[src/rtl/dma_seq_pkg.sv]
package dma_seq_pkg;

  localparam int ADDR_W = 32;
  localparam int WORD_W = 16;
  localparam int DESC_BYTES = 6;

  typedef enum logic [2:0] {
    S_IDLE,
    S_DESC,
    S_WAIT,
    S_RD,
    S_WR
  } seq_state_e;

  function automatic logic f_is_long(input logic [1:0] sz);
    return sz == 2'b10;
  endfunction

  function automatic logic f_is_byte(input logic [1:0] sz);
    return (sz == 2'b00) || (sz == 2'b11);
  endfunction

  function automatic logic [2:0] f_size_bytes(input logic [1:0] sz);
    case (sz)
      2'b01:   return 3'd2;
      2'b10:   return 3'd4;
      default: return 3'd1;
    endcase
  endfunction

  function automatic logic [ADDR_W-1:0] f_next_addr(input logic [ADDR_W-1:0] a,
                                                   input logic [1:0] ctrl,
                                                   input logic [1:0] sz);
    logic [ADDR_W-1:0] delta;
    delta = ADDR_W'(f_size_bytes(sz));
    case (ctrl)
      2'b01:   return a + delta;
      2'b10:   return a - delta;
      default: return a;
    endcase
  endfunction

  function automatic logic [1:0] f_byte_en(input logic [1:0] sz, input logic a0);
    if (f_is_byte(sz)) return a0 ? 2'b01 : 2'b10;
    return 2'b11;
  endfunction

endpackage

[src/rtl/dma_seq_addr_reg.sv]
module dma_seq_addr_reg
  import dma_seq_pkg::*;
(
  input  logic              clk,
  input  logic              rst_n,
  input  logic              load_i,
  input  logic [ADDR_W-1:0] load_val_i,
  input  logic              step_i,
  input  logic [1:0]        ctrl_i,
  input  logic [1:0]        size_i,
  output logic [ADDR_W-1:0] addr_o
);

  always_ff @(posedge clk or negedge rst_n) begin
    if (!rst_n)      addr_o <= '0;
    else if (load_i) addr_o <= load_val_i;
    else if (step_i) addr_o <= f_next_addr(addr_o, ctrl_i, size_i);
  end

  a_r4_hold_code_keeps: assert property (@(posedge clk) disable iff (!rst_n)
    (step_i && !load_i && (ctrl_i == 2'b00 || ctrl_i == 2'b11)) |=> $stable(addr_o));

  a_r4_inc_moves_up: assert property (@(posedge clk) disable iff (!rst_n)
    (step_i && !load_i && ctrl_i == 2'b01) |=> (addr_o != $past(addr_o)));

endmodule

[src/rtl/dma_seq_pace.sv]
module dma_seq_pace (
  input  logic       clk,
  input  logic       rst_n,
  input  logic       active_i,
  input  logic [1:0] mode_i,
  input  logic       drq_i,
  input  logic       consume_i,
  output logic       go_o
);

  logic drq_q;
  logic edge_pend;
  logic drq_rise;
  logic edge_mode;
  logic level_mode;

  assign drq_rise   = drq_i & ~drq_q;
  assign edge_mode  = (mode_i == 2'b11);
  assign level_mode = (mode_i == 2'b10);

  always_ff @(posedge clk or negedge rst_n) begin
    if (!rst_n) begin
      drq_q     <= 1'b0;
      edge_pend <= 1'b0;
    end else begin
      drq_q <= drq_i;
      if (!active_i) edge_pend <= 1'b0;
      else           edge_pend <= (edge_pend & ~consume_i) | (drq_rise & edge_mode);
    end
  end

  assign go_o = ~mode_i[1] | (level_mode & drq_i) | (edge_mode & edge_pend);

  a_r9_edge_arms_go: assert property (@(posedge clk) disable iff (!rst_n)
    (active_i && edge_mode && drq_rise && !consume_i) |=> go_o);

  a_r9_no_edge_no_go: assert property (@(posedge clk) disable iff (!rst_n)
    (edge_mode && !edge_pend && !drq_rise) |=> (!go_o || !$stable(mode_i)));

endmodule

[src/rtl/dma_chain_seq.sv]
module dma_chain_seq
  import dma_seq_pkg::*;
#(
  parameter int CNT_W = 16,
  parameter int BLK_W = 8
) (
  input  logic              clk,
  input  logic              rst_n,
  input  logic              start_i,
  input  logic              abort_i,
  input  logic              drq_i,
  input  logic              cfg_dev_to_mem_i,
  input  logic [1:0]        cfg_size_i,
  input  logic [1:0]        cfg_dev_step_i,
  input  logic [1:0]        cfg_mem_step_i,
  input  logic [1:0]        cfg_chain_i,
  input  logic [1:0]        cfg_pace_i,
  input  logic [1:0]        cfg_xfer_class_i,
  input  logic [31:0]       init_dev_addr_i,
  input  logic [31:0]       init_mem_addr_i,
  input  logic [CNT_W-1:0]  init_count_i,
  input  logic [31:0]       init_base_i,
  input  logic [BLK_W-1:0]  init_blocks_i,
  output logic              mem_req_o,
  output logic              mem_we_o,
  output logic [31:0]       mem_addr_o,
  output logic [1:0]        mem_be_o,
  output logic [15:0]       mem_wdata_o,
  input  logic              mem_ack_i,
  input  logic [15:0]       mem_rdata_i,
  output logic              busy_o,
  output logic              cpu_hold_o,
  output logic              done_o
);

  seq_state_e state;
  logic              beat;
  logic [1:0]        desc_idx;
  logic [WORD_W-1:0] buf_hi, buf_lo;
  logic [CNT_W-1:0]  cnt;
  logic [BLK_W-1:0]  blocks;
  logic [ADDR_W-1:0] base;

  logic       c_dir, c_chain, c_burst;
  logic [1:0] c_size, c_devc, c_memc, c_pace;

  // named internal events
  logic              beat_done, last_beat, op_end, start_ok, go, consume;
  logic              desc_hi_ld, desc_lo_ld, mem_ld, chain_more;
  logic [CNT_W-1:0]  cnt_next;
  logic [ADDR_W-1:0] dev_addr, mem_addr, src_addr, dst_addr, mem_ld_val;

  assign beat_done  = mem_req_o & mem_ack_i & ~abort_i;
  assign last_beat  = ~f_is_long(c_size) | beat;
  assign op_end     = (state == S_WR) & beat_done & last_beat;
  assign start_ok   = (state == S_IDLE) & start_i & ~abort_i;
  assign consume    = (state == S_WAIT) & go & ~abort_i;
  assign cnt_next   = (cnt == '0) ? '0 : cnt - 1'b1;
  assign chain_more = c_chain & (blocks != '0);
  assign desc_hi_ld = (state == S_DESC) & beat_done & (desc_idx == 2'd0);
  assign desc_lo_ld = (state == S_DESC) & beat_done & (desc_idx == 2'd1);
  assign mem_ld     = start_ok | desc_hi_ld | desc_lo_ld;
  assign busy_o     = (state != S_IDLE);

  always_comb begin
    if (start_ok)        mem_ld_val = init_mem_addr_i;
    else if (desc_hi_ld) mem_ld_val = {mem_rdata_i, mem_addr[15:0]};
    else                 mem_ld_val = {mem_addr[31:16], mem_rdata_i};
  end

  dma_seq_addr_reg u_dev_addr (
    .clk(clk), .rst_n(rst_n), .load_i(start_ok), .load_val_i(init_dev_addr_i),
    .step_i(op_end), .ctrl_i(c_devc), .size_i(c_size), .addr_o(dev_addr)
  );

  dma_seq_addr_reg u_mem_addr (
    .clk(clk), .rst_n(rst_n), .load_i(mem_ld), .load_val_i(mem_ld_val),
    .step_i(op_end), .ctrl_i(c_memc), .size_i(c_size), .addr_o(mem_addr)
  );

  dma_seq_pace u_pace (
    .clk(clk), .rst_n(rst_n), .active_i(busy_o), .mode_i(c_pace),
    .drq_i(drq_i), .consume_i(consume), .go_o(go)
  );

  assign src_addr = c_dir ? dev_addr : mem_addr;
  assign dst_addr = c_dir ? mem_addr : dev_addr;

  always_comb begin
    mem_req_o   = (state == S_DESC) || (state == S_RD) || (state == S_WR);
    mem_we_o    = (state == S_WR);
    mem_addr_o  = '0;
    mem_be_o    = 2'b00;
    mem_wdata_o = '0;
    case (state)
      S_DESC: begin
        mem_addr_o = base + ADDR_W'({desc_idx, 1'b0});
        mem_be_o   = 2'b11;
      end
      S_RD: begin
        mem_addr_o = src_addr + ADDR_W'({beat, 1'b0});
        mem_be_o   = f_byte_en(c_size, src_addr[0]);
      end
      S_WR: begin
        mem_addr_o  = dst_addr + ADDR_W'({beat, 1'b0});
        mem_be_o    = f_byte_en(c_size, dst_addr[0]);
        mem_wdata_o = f_is_byte(c_size) ? {buf_hi[7:0], buf_hi[7:0]}
                                        : (beat ? buf_lo : buf_hi);
      end
      default: ;
    endcase
  end

  always_ff @(posedge clk or negedge rst_n) begin
    if (!rst_n) begin
      state <= S_IDLE; beat <= 1'b0; desc_idx <= '0;
      buf_hi <= '0; buf_lo <= '0; cnt <= '0; blocks <= '0; base <= '0;
      c_dir <= 1'b0; c_chain <= 1'b0; c_burst <= 1'b0;
      c_size <= '0; c_devc <= '0; c_memc <= '0; c_pace <= '0;
      cpu_hold_o <= 1'b0; done_o <= 1'b0;
    end else begin
      done_o <= 1'b0;
      if (abort_i) begin
        state      <= S_IDLE;
        beat       <= 1'b0;
        cpu_hold_o <= 1'b0;
      end else begin
        case (state)
          S_IDLE: if (start_i) begin
            c_dir   <= cfg_dev_to_mem_i;
            c_size  <= cfg_size_i;
            c_devc  <= cfg_dev_step_i;
            c_memc  <= cfg_mem_step_i;
            c_pace  <= cfg_pace_i;
            c_chain <= |cfg_chain_i;
            c_burst <= (cfg_xfer_class_i == 2'b00);
            cpu_hold_o <= (cfg_xfer_class_i == 2'b00);
            cnt     <= init_count_i;
            base    <= init_base_i;
            beat    <= 1'b0;
            desc_idx <= '0;
            if (|cfg_chain_i) begin
              blocks <= (init_blocks_i != '0) ? init_blocks_i - 1'b1 : '0;
              state  <= S_DESC;
            end else begin
              blocks <= init_blocks_i;
              state  <= S_WAIT;
            end
          end
          S_DESC: if (beat_done) begin
            if (desc_idx == 2'd2) begin
              cnt      <= CNT_W'(mem_rdata_i);
              desc_idx <= '0;
              state    <= S_WAIT;
            end else begin
              desc_idx <= desc_idx + 2'd1;
            end
          end
          S_WAIT: if (go) begin
            beat  <= 1'b0;
            state <= S_RD;
          end
          S_RD: if (beat_done) begin
            if (f_is_byte(c_size))
              buf_hi <= {8'h00, src_addr[0] ? mem_rdata_i[7:0] : mem_rdata_i[15:8]};
            else if (beat)
              buf_lo <= mem_rdata_i;
            else
              buf_hi <= mem_rdata_i;
            if (last_beat) begin
              beat  <= 1'b0;
              state <= S_WR;
            end else begin
              beat <= 1'b1;
            end
          end
          S_WR: if (beat_done) begin
            if (!last_beat) begin
              beat <= 1'b1;
            end else begin
              beat <= 1'b0;
              cnt  <= cnt_next;
              if (cnt_next != '0) begin
                state <= S_WAIT;
              end else if (chain_more) begin
                blocks   <= blocks - 1'b1;
                base     <= base + ADDR_W'(DESC_BYTES);
                desc_idx <= '0;
                state    <= S_DESC;
              end else begin
                state      <= S_IDLE;
                done_o     <= 1'b1;
                cpu_hold_o <= 1'b0;
              end
            end
          end
          default: state <= S_IDLE;
        endcase
      end
    end
  end

  a_r1_idle_quiet: assert property (@(posedge clk) disable iff (!rst_n)
    !busy_o |-> (!mem_req_o && !cpu_hold_o));

  a_r8_hold_needs_busy: assert property (@(posedge clk) disable iff (!rst_n)
    cpu_hold_o |-> (busy_o && c_burst));

  a_r13_done_one_cycle: assert property (@(posedge clk) disable iff (!rst_n)
    done_o |=> !done_o);

  a_r13_done_after_write: assert property (@(posedge clk) disable iff (!rst_n)
    op_end && cnt_next == '0 && !chain_more |=> (done_o && !busy_o));

  a_r11_abort_idles: assert property (@(posedge clk) disable iff (!rst_n)
    abort_i |=> (!busy_o && !mem_req_o && !cpu_hold_o && !done_o));

  a_r12_req_held: assert property (@(posedge clk) disable iff (!rst_n)
    (mem_req_o && !mem_ack_i && !abort_i) |=>
      (mem_req_o && $stable(mem_addr_o) && $stable(mem_we_o) && $stable(mem_be_o)));

  a_r3_lanes_enabled: assert property (@(posedge clk) disable iff (!rst_n)
    mem_req_o |-> (mem_be_o != 2'b00));

  a_r6_desc_reads_only: assert property (@(posedge clk) disable iff (!rst_n)
    (state == S_DESC && mem_req_o) |-> !mem_we_o);

endmodule

[config.mk]
export PLATFORM = sky130hd
export DESIGN_NAME = dma_chain_seq
export DESIGN_NICKNAME = d
export VERILOG_FILES = /design/src/rtl/dma_seq_pkg.sv /design/src/rtl/dma_seq_addr_reg.sv /design/src/rtl/dma_seq_pace.sv /design/src/rtl/dma_chain_seq.sv
export SDC_FILE = /design/constraint.sdc
export NUM_CORES = 1
export LEC_CHECK = 0
export BUFFER_PORTS_ARGS = -buffer_cell sky130_fd_sc_hd__buf_4
export CAP_MARGIN = 0
export CORE_MARGIN = 2
export CORE_UTILIZATION = 28
export DETAILED_ROUTE_END_ITERATION = 16
export PLACE_DENSITY = 0.44
export SLEW_MARGIN = 20
export SYNTH_ARGS = -nofsm -noshare
export SYNTH_HDL_FRONTEND = slang
export SYNTH_HIERARCHICAL = 1
export SYNTH_SLANG_ARGS = --single-unit
[constraint.sdc]
create_clock -name clk -period 11.1 [get_ports clk]
set_clock_uncertainty 0.05 [all_clocks]
set_input_delay 0 -clock clk [delete_from_list [all_inputs] [get_ports clk]]
set_output_delay 0 -clock clk [all_outputs]
set_load 0.01 [all_outputs]
# Yosys cells after proc, flatten, opt, wreduce, memory -nomap -nowiden
# Cells that the tools add are included.
# W data, S select, Z words.
op_classes:
  n_eq_ne: 36
  n_div: 0
  n_addsub: 12
  shifts: 0
  multipliers: 0
  bitwise_logic: 29
  order_cmp: 0
  n_reduce_logical: 34
  mux: 93
ops:
  columns: ["operator", "n"]
  rows:
  - ["$mux W32", 13]
  - ["$pmux W32 S2", 3]
  - ["$mux W16", 11]
  - ["$add A32 B3 Y32", 3]
  - ["$pmux W32 S3", 1]
  - ["$add A32 B2 Y32", 2]
  - ["$mux W8", 8]
  - ["$sub A32 B3 Y32", 2]
  - ["$pmux W16 S3", 1]
  - ["$mux W3", 12]
  - ["$add A32 B3 Y32 const B", 1]
  - ["$mux W2", 15]
  - ["$ne A3 B3 Y1 const B", 9]
  - ["$mux W1", 22]
  - ["$and A1 B1 Y1", 17]
  - ["$logic_not A16 Y1", 1]
  - ["$pmux W8 S2", 1]
  - ["$reduce_and A8 Y1", 2]
  - ["$reduce_bool A16 Y1", 1]
  - ["$reduce_bool A8 Y1", 2]
  - ["$sub A16 B1 Y16 const B", 1]
  - ["$sub A8 B1 Y8 const B", 2]
  - ["$pmux W3 S5", 1]
  - ["$reduce_bool A3 Y1", 5]
  - ["28 further kinds", 68]
word_totals:
  mem_bits_rw: 0
  romBits: 0
  n_memories: 0
  latchBits: 0
  output_inout_bits: 55
  in_bits: 155
  reg_bits: 172

# Logic depth before layout (Yosys ltp)
# Gate-level depths: netlist (run 1).
depth:
  word_depth: 14
  mapped_depth: 16
  depth_no_buf: 14

# By module
# Netlist (run 1), hierarchy kept.
modules_own_cells:
  columns: ["mod", "area_each_um2", "instances", "seq_area_each_um2", "cells_each"]
  rows:
  - ["dma_chain_seq", 9198.8, 1, 2652.5, 1195]
  - ["dma_seq_addr_reg at u_mem_addr", 3355.7, 1, 800.8, 406]
  - ["dma_seq_addr_reg at u_dev_addr", 3140.5, 1, 800.8, 386]
  - ["dma_seq_pace", 86.3, 1, 50.0, 7]

# Worst setup path before layout (run 1)
# No wires, ideal clock.
synth_path:
  path_type: "register to output"
  start: "reg state[2]"
  end: "out mem_addr_o[27]"
  stages_incl_launch_ff: 16
  required_time_ns: 11.050
  arrival_ns: 3.823
  slack_ns: 7.227
  cell_sequence: "dfrtp_1 > clkbuf_1 > or3b_2 > clkbuf_1 > xor2_1 > clkbuf_1 > buf_1 > nand2_1 > nand2_1 > ha_1 > ha_1 > clkbuf_1 > nand4_1 > nor4b_1 > xor2_1 > o22ai_1"
synth_via:
  elab_chain_len: 2
synth_rtl:
  columns: ["element", "line", "text"]
  rows:
  - ["from (decl)", "dma_chain_seq.sv:36", "seq_state_e state;"]
  - ["from (signal assigned)", "dma_chain_seq.sv:116", "state <= S_IDLE; beat <= 1'b0; desc_idx <= '0;"]
  - ["from (signal assigned)", "dma_chain_seq.sv:124", "state <= S_IDLE;"]
  - ["from (signal assigned)", "dma_chain_seq.sv:144", "state <= S_DESC;"]
  - ["$eq A3 B3 Y1 (tied with other cells)", "dma_chain_seq.sv:95", "case (state)"]
  - ["$pmux W32 S3 (*)", "dma_chain_seq.sv:95", null]
  - ["to (decl)", "dma_chain_seq.sv:26", "output logic [31:0] mem_addr_o,"]
# Every way passes the cells marked *; elsewhere a longest branch is shown, timed or not.

# Worst setup path in the final report (run 1)
layout_path:
  start: "reg state[1]"
  end: "out mem_addr_o[30]"
# Same word-level chain as after synthesis.

==> results of run 1 <==
-- worst max path at each step --
| stage | slack [ps] | endpoint | cells past startpoint |
|---|---|---|---|
| after global routing | 5720 | mem_addr_o[30] | 14 |
| after global placement | 6700 | mem_addr_o[19] | 13 |
| after detailed placement | 6670 | mem_addr_o[30] | 14 |
| after CTS | 6090 | mem_addr_o[30] | 14 |
| after floorplan | 7230 | mem_addr_o[27] | 15 |
| final | 6140 | mem_addr_o[30] | 14 |
-- metal layers --
metal  GRT usage  wire length [um]
met1       0.291             29100
met2       0.386             32300
met3      0.0264              2450
met4      0.0647              1350
met5           0                 0
-- worst min-delay path: cells and delay by family --
kind	cells	cell delay, ps
AOI/OAI and AO/OA	3	260
buffers and inverters	2	140
xor gates and xnor gates	1	150
-- area by class of cell --
cell class | instances | area (um2) | area share
Tap cell | 756 | 946 | 0.0469
Clock inverter | 14 | 125 | 0.00620
Clock buffer | 18 | 429 | 0.0213
Inverter | 49 | 186 | 0.00924
Timing Repair Buffer | 396 | 3400 | 0.168
Sequential cell | 172 | 4300 | 0.213
Multi-Input combinational cell | 1648 | 10800 | 0.534
-- cell usage in the layout (no fill, tap or decap), types with 73 or more instances in the layout --
cell type / n
ha_1: 78
dlygate4sd3_1: 167
xnor2_1: 73
mux2i_1: 100
o21ai_0: 167
dfrtp_1: 172
buf_4: 227
a21oi_1: 150
nand2_1: 278
nor2_1: 126
-- sequential cells by signal (all words and copies together), names as in the netlist --
signal             flops
c_pace                 2
desc_idx               2
beat                   1
buf_hi                16
cpu_hold_o             1
cnt                   16
c_chain                1
c_devc                 2
c_size                 2
u_pace/edge_pend       1
blocks                 8
state                  3
done_o                 1
base                  32
buf_lo                16
c_memc                 2
c_dir                  1
u_dev_addr/addr_o     32
u_mem_addr/addr_o     32
u_pace/drq_q           1
-- report_power, final --
| part | switching (mW) | internal (mW) |
|---|---|---|
| Clock | 0.320 | 0.295 |
| Sequential | 0.502 | 0.877 |
| Combinational | 1.81 | 1.28 |
-- cells by family (layout without fill, tap and decap cells) --
family,after synthesis,in the layout
compound gates,592,592
xor+xnor,126,126
fa+ha+maj,81,81
buf+inv,174,477
flops,172,172
mux,125,125
simple gates,724,724
-- through the flow --
| stage | util | setup slack, ps |
|---|---|---|
| after floorplan | - | 7230 |
| after global placement | 0.320 | 6700 |
| after detailed placement | 0.320 | 6670 |
| after CTS | 0.359 | 6090 |
| after global routing | 0.360 | 5720 |
| final | 0.360 | 6140 |
==> results by group, run 1 <==
Status
  • Outcome: completed

CTS
  • H-tree depth: 4
  • Hold_buf cts: 167
  • Resized Gates After CTS: 0
  • Clock tree buffer depth: 2
  • Setup Buffers After CTS: 0
  • Clock Latency Late Sink: 500 ps
  • Clock transition at path regs: 80 ps
  • Clk Tree Root Cell: clkbuf_16
  • TritonCTS clock tree: done
  • CTS Buf Count: 17
  • Clock sink total: 172

Yosys
  • Mapped Avg Cell Area: 7.91 um2
  • Compound-Gate Fraction of Synth Area: 0.239
  • Synth Area in XOR/XNOR: 0.0699
  • Yosys cell types: 111
  • List of most frequent post-synthesis cells: 278 x nand2_1, 172 x dfrtp_1, 167 x o21ai_0, 151 x a21oi_1, 129 x nor2_1
  • Top cells by area, synth: dfrtp_1 27%, nand2_1 6.6%, mux2i_1 6.3%
  • Synthesized cell area: 0.0158 mm2
  • Post-synthesis mux area share: 0.0813
  • Yosys top cell area share: 0.273
  • Main flop type after synthesis: dfrtp_1
  • #FFs+latches synth: 172
  • Most frequent cell after synthesis: nand2_1
  • Async set-reset flop share out of synthesis: 1.00
  • Simple-gate share of the synthesized area: 0.223
  • Post-synthesis sequential area ratio: 0.273
  • Top cell type by total area after synthesis: dfrtp_1
  • Syn. warnings: 6
  • Synthesized instance count: 1,994
  • Largest family of logic cells by synthesized area: compound AO/OA/AOI/OAI gates
  • EDFF count, synth: 0
  • Post-Synth Adder-Cell Area: 0.0656
  • Mapped Nets: around 2,200

Critical path
  • Setup CP Type: reg -> out
  • R2R Setup Slk: 7130 ps
  • CP max FO: 75
  • Worst r2r src: cnt[0]
  • CP peak stage delay: 750 ps
  • WP buf/inv: 3
  • CP endpoint kind: primary output
  • R2R depth: 8
  • CP cell instances: or3b_4 > buf_4 > xor2_2 > buf_4 > nand2_1 > nand2_1 > ha_1 > nand4_1 > mux2i_1 > nand4b_1 > nor3_1 > xor2_1 > o22ai_1 > buf_4
  • Startpoint Class: register
  • Worst EP required: 11,050 ps
  • Crit path top cell by count: buf_4
  • CP arrival: 4910 ps
  • Critical path's top delay family: simple AND/OR/NAND/NOR gates
  • CP Launch Point: state[1]
  • CP max-delay cell: dfrtp_1
  • Worst reg2reg endpoint: base[26]

Timing
  • RSZ-0062 raised after global routing: false
  • Worst-Margin Slew: 1050 ps
  • Fmax: 201 MHz
  • Fin Hold WS: ~48 ps
  • Crit path time final: slightly below 5000 ps
  • # setup viols final: 0
  • Final slew viol count: 0
  • Max-slew headroom: 0.295
  • Final Hold Viols: 0
  • Final period util: 0.447
  • Fin Setup TNS: 0 ps

Cells and area
  • Layout cells sized above 1: 0.152
  • Non-Filler Instances: 3,053
  • Fillers: 5,886
  • Ant. Diodes: 0
  • Synth-to-Final Area Change: 27.8%
  • Finished Cell Area: 0.0202 mm2
  • Final-stage net count: 2,520

Global routing
  • First-pass GRT wire length: between 90,000 and 100,000 um
  • Largest net degree at the start of global routing: 85
  • Total track usage: 0.223
  • Grt total ovfl: 0
  • Vias in the first global route: about 16,000
  • Initial antenna violation count: 0

Floorplanning
  • Die Area: 0.0583 mm2
  • Die X: between 200 and 250 um
  • Starting Density: 0.282
  • FP Rows: just under 90
  • Die Height: 241 um
  • Core Region: 0.0561 mm2
  • Ports: 210

Min path
  • Hold Crit Start: init_blocks_i[0]
  • Hold Path End: blocks[0]
  • Worst hold path stage count: 6
  • Worst hold path class: in -> reg

Pwr
  • Overall power: 5.08 mW
  • Peak supply drop: 175 uV
  • Power Density: 252 mW/mm2
  • Pleak: approximately 8.4 nW

Placed design
  • RePlAce Congestion: around 0.86
  • Placed Area: 0.0179 mm2
  • Detail Placement HPWL: approximately 48,000 um
  • Port buffer count: about 210
  • Inst Count DP: 2,853

Drt
  • First drt pass iteration count: 7
  • DRC: 0
  • Routed wire length: 65,200 um
  • Antenna Nets Post-Route: 0
  • Vias: 16,300
  • Number of vias per cell: approximately 5.3
  • Avg WL per Cell: 21.4 um
  • 1st-iter DRT viols: 1,114

Run
  • Number of max-cap violations: 0
Power figures use the tool's default switching activity.
==> inputs of run 2 (changes only) <==
--- a/config.mk
+++ b/config.mk
@@ -10,7 +10,7 @@
 export CORE_MARGIN = 2
 export CORE_UTILIZATION = 28
 export DETAILED_ROUTE_END_ITERATION = 16
-export PLACE_DENSITY = 0.44
+export PLACE_DENSITY = 0.45
 export SLEW_MARGIN = 20
 export SYNTH_ARGS = -nofsm -noshare
 export SYNTH_HDL_FRONTEND = slang
==> constraint.sdc (replaced) <==
create_clock -name clk -period 4.4 [get_ports clk]
set_clock_uncertainty 0.05 [all_clocks]
set_input_delay 0 -clock clk [delete_from_list [all_inputs] [get_ports clk]]
set_output_delay 0 -clock clk [all_outputs]
set_load 0.01 [all_outputs]
==> run 2 against run 1 <==
Register-to-register slack worse by 6600 ps; core utilization is 0.46 points higher; flip-flop and latch count stayed put; highest routed layer unchanged.
==> results by group, run 2 (synthesis gave the netlist of run 1 again) <==
Timing
  • Fin Setup TNS: 0 ps (unchanged)
  • Final slew viol count: 0 (unchanged)
  • RSZ-0062 raised after global routing: false
  • Post-route setup slack: 479 ps (-5660 ps)
  • Final Hold Viols: 0 (unchanged)
  • Worst-Margin Slew: 1110 ps (+56.6 ps)
  • # setup viols final: 0 (unchanged)
  • Max-slew headroom: 0.259 (-0.0356)
  • Final period util: 0.891
  • Crit path time final: 3920 ps
  • Fin Hold WS: 26.7 ps (-21.2 ps)
  • Fmax: 255 MHz

Floorplanning
  • Ports: 210 (unchanged)
  • Die Height: 241 um (unchanged)
  • FP Rows: 87 (unchanged)
  • Die X: 241 um (unchanged)
  • Starting Density: 0.282 (unchanged)
  • Core Region: 0.0561 mm2 (unchanged)
  • Die Area: 0.0583 mm2 (unchanged)

Cells and area
  • Ant. Diodes: 0 (unchanged)
  • Layout cells sized above 1: 0.157 (+0.00512)
  • Final core occ: 0.364 (+0.00462)
  • Non-Filler Instances: 3,080 (+0.88%)
  • Synth-to-Final Area Change: 29.4%
  • Leading cell type in the layout, fill and taps excluded: nand2_1
  • Final-stage net count: 2,547 (+1.1%)
  • Finished Cell Area: 0.0204 mm2 (+1.3%)
  • Regs by FF count: base x32, u_dev_addr/addr_o x32, u_mem_addr/addr_o x32
  • Commonest non-fill, non-tap cells in the layout: 278 x nand2_1, 243 x buf_4, 177 x dlygate4sd3_1

Critical path
  • CP cell instances: or3b_4 > xnor2_2 > buf_12 > mux2_2 > ha_1 > nand3_1 > a2111oi_2 > xor2_1 > o22ai_1 > buf_4
  • WP buf/inv: 2 (-1)
  • Worst EP required: 4350 ps (-6700 ps)
  • CP max FO: 38 (-49%)
  • CP arrival: 3870 ps (-1040 ps)
  • Crit path depth: 10 (-4)
  • Worst r2r src: c_size[1]
  • CP peak stage delay: 450 ps (-300 ps)
  • CP endpoint kind: primary output
  • CP max-delay cell: or3b_4
  • R2R depth: 13 (+5)
  • Critical path's top delay family: simple AND/OR/NAND/NOR gates
  • Startpoint Class: register
  • Setup CP Type: reg -> out
  • Worst reg2reg endpoint: u_dev_addr/addr_o[30]
  • R2R Setup Slk: 550 ps (-6580 ps)

Pwr
  • Power share of the combinational group: 0.615 (+0.007)
  • Peak supply drop: 430 uV (+150%)
  • Switching Fraction: 0.514 (-0.00334)
  • Net Sw Power: 6.71 mW (+160%)
  • P_int: 6.34 mW (+160%)
  • Pleak: 8.57 nW (+1.7%)
  • Seq pwr share: 0.263 (-0.008)
  • Overall power: 13.1 mW (+160%)
  • Power Density: 639 mW/mm2 (+150%)
  • Clk pwr share: 0.122 (about the same)

CTS
  • Clock sink total: 172 (unchanged)
  • Resized Gates After CTS: 0 (unchanged)
  • TritonCTS clock tree: done
  • Clk Tree Root Cell: clkbuf_16
  • Setup Buffers After CTS: 0 (unchanged)
  • Clock transition at path regs: 80 ps (about the same)
  • H-tree depth: 4 (unchanged)
  • Clock tree buffer depth: 2 (unchanged)
  • Clock Latency Late Sink: 500 ps (about the same)
  • CTS Buf Count: 17 (unchanged)

Drt
  • Routed wire length: 65,600 um (+0.56%)
  • First drt pass iteration count: 9 (+2)
  • DRC: 0 (unchanged)
  • Vias: 16,600 (+1.6%)
  • Avg WL per Cell: 21.3 um (-0.32%)
  • 1st-iter DRT viols: 1,286 (+15%)
  • Antenna Nets Post-Route: 0 (unchanged)
  • Number of vias per cell: 5.38 (+0.71%)

Placed design
  • Port buffer count: 209 (unchanged)
  • Place WS: 600 ps (-6070 ps)
  • Detail Placement HPWL: 48,900 um (+1.2%)
  • Placed Area: 0.0181 mm2 (+0.88%)
  • RePlAce Congestion: 0.897 (+4.0%)
  • Inst Count DP: 2,871 (+0.63%)

Global routing
  • Grt total ovfl: 0 (unchanged)
  • Total track usage: 0.225 (+0.00213)
  • Vias in the first global route: 16,200 (+2.2%)
  • First-pass GRT wire length: 98,900 um (+1.1%)
  • Largest net degree at the start of global routing: 81 (-4.7%)
  • Initial antenna violation count: 0 (unchanged)

Min path
  • Worst hold path class: in -> async

Status
  • Outcome: completed

Run
  • Number of max-cap violations: 0 (unchanged)
## run 2: cell count changes in the layout (fill, tap and decap cells not counted), moves of 2 or more
cell	delta
buf_4	+16
dlygate4sd3_1	+10
clkinvlp_4	-3
buf_12	+2
clkinv_2	+2
inv_8	-2
## run 2: worst max path at each step
stage	start	end	slack, ps
6_report	state[1]	mem_addr_o[31]	480
2_1_floorplan	state[2]	mem_addr_o[27]	530
4_1_cts	state[1]	mem_addr_o[31]	400
3_5_place_dp	c_size[0]	u_dev_addr/addr_o[30]	600
3_3_place_gp	c_size[0]	u_dev_addr/addr_o[30]	620
5_1_grt	state[1]	mem_addr_o[30]	200
## run 2: power groups by stage
stage                     sequential, mW  combinational [mW]  clock, mW
after global routing                3.55                8.83       1.69
after floorplan                     2.79                5.88          0
final                               3.44                8.03       1.59
after CTS                           3.43                7.99       1.64
after detailed placement            3.46                7.76          0
after global placement              3.45                7.70          0
## run 2: per-layer routing
metal  GRT usage  part of all wire  routed length [um]
met3      0.0319             0.043                2830
met4      0.0802             0.029                1920
met1       0.292              0.44               29000
met2       0.380              0.49               31900
met5           0                 0                   0
## run 2: final cells by class
class / instances / area, um2
Multi-Input combinational cell: 1648 / 10800
Clock inverter: 13 / 129
Clock buffer: 19 / 443
Inverter: 49 / 186
Sequential cell: 172 / 4300
Fill cell: 5880 / 35600
Timing Repair Buffer: 423 / 3650
Tap cell: 756 / 946
## run 2: repair_timing
item | in CTS | in global routing
hold buffers | 177 | 0
hold endpoints to repair | 248 | 0
setup endpoints to repair | 0 | 0
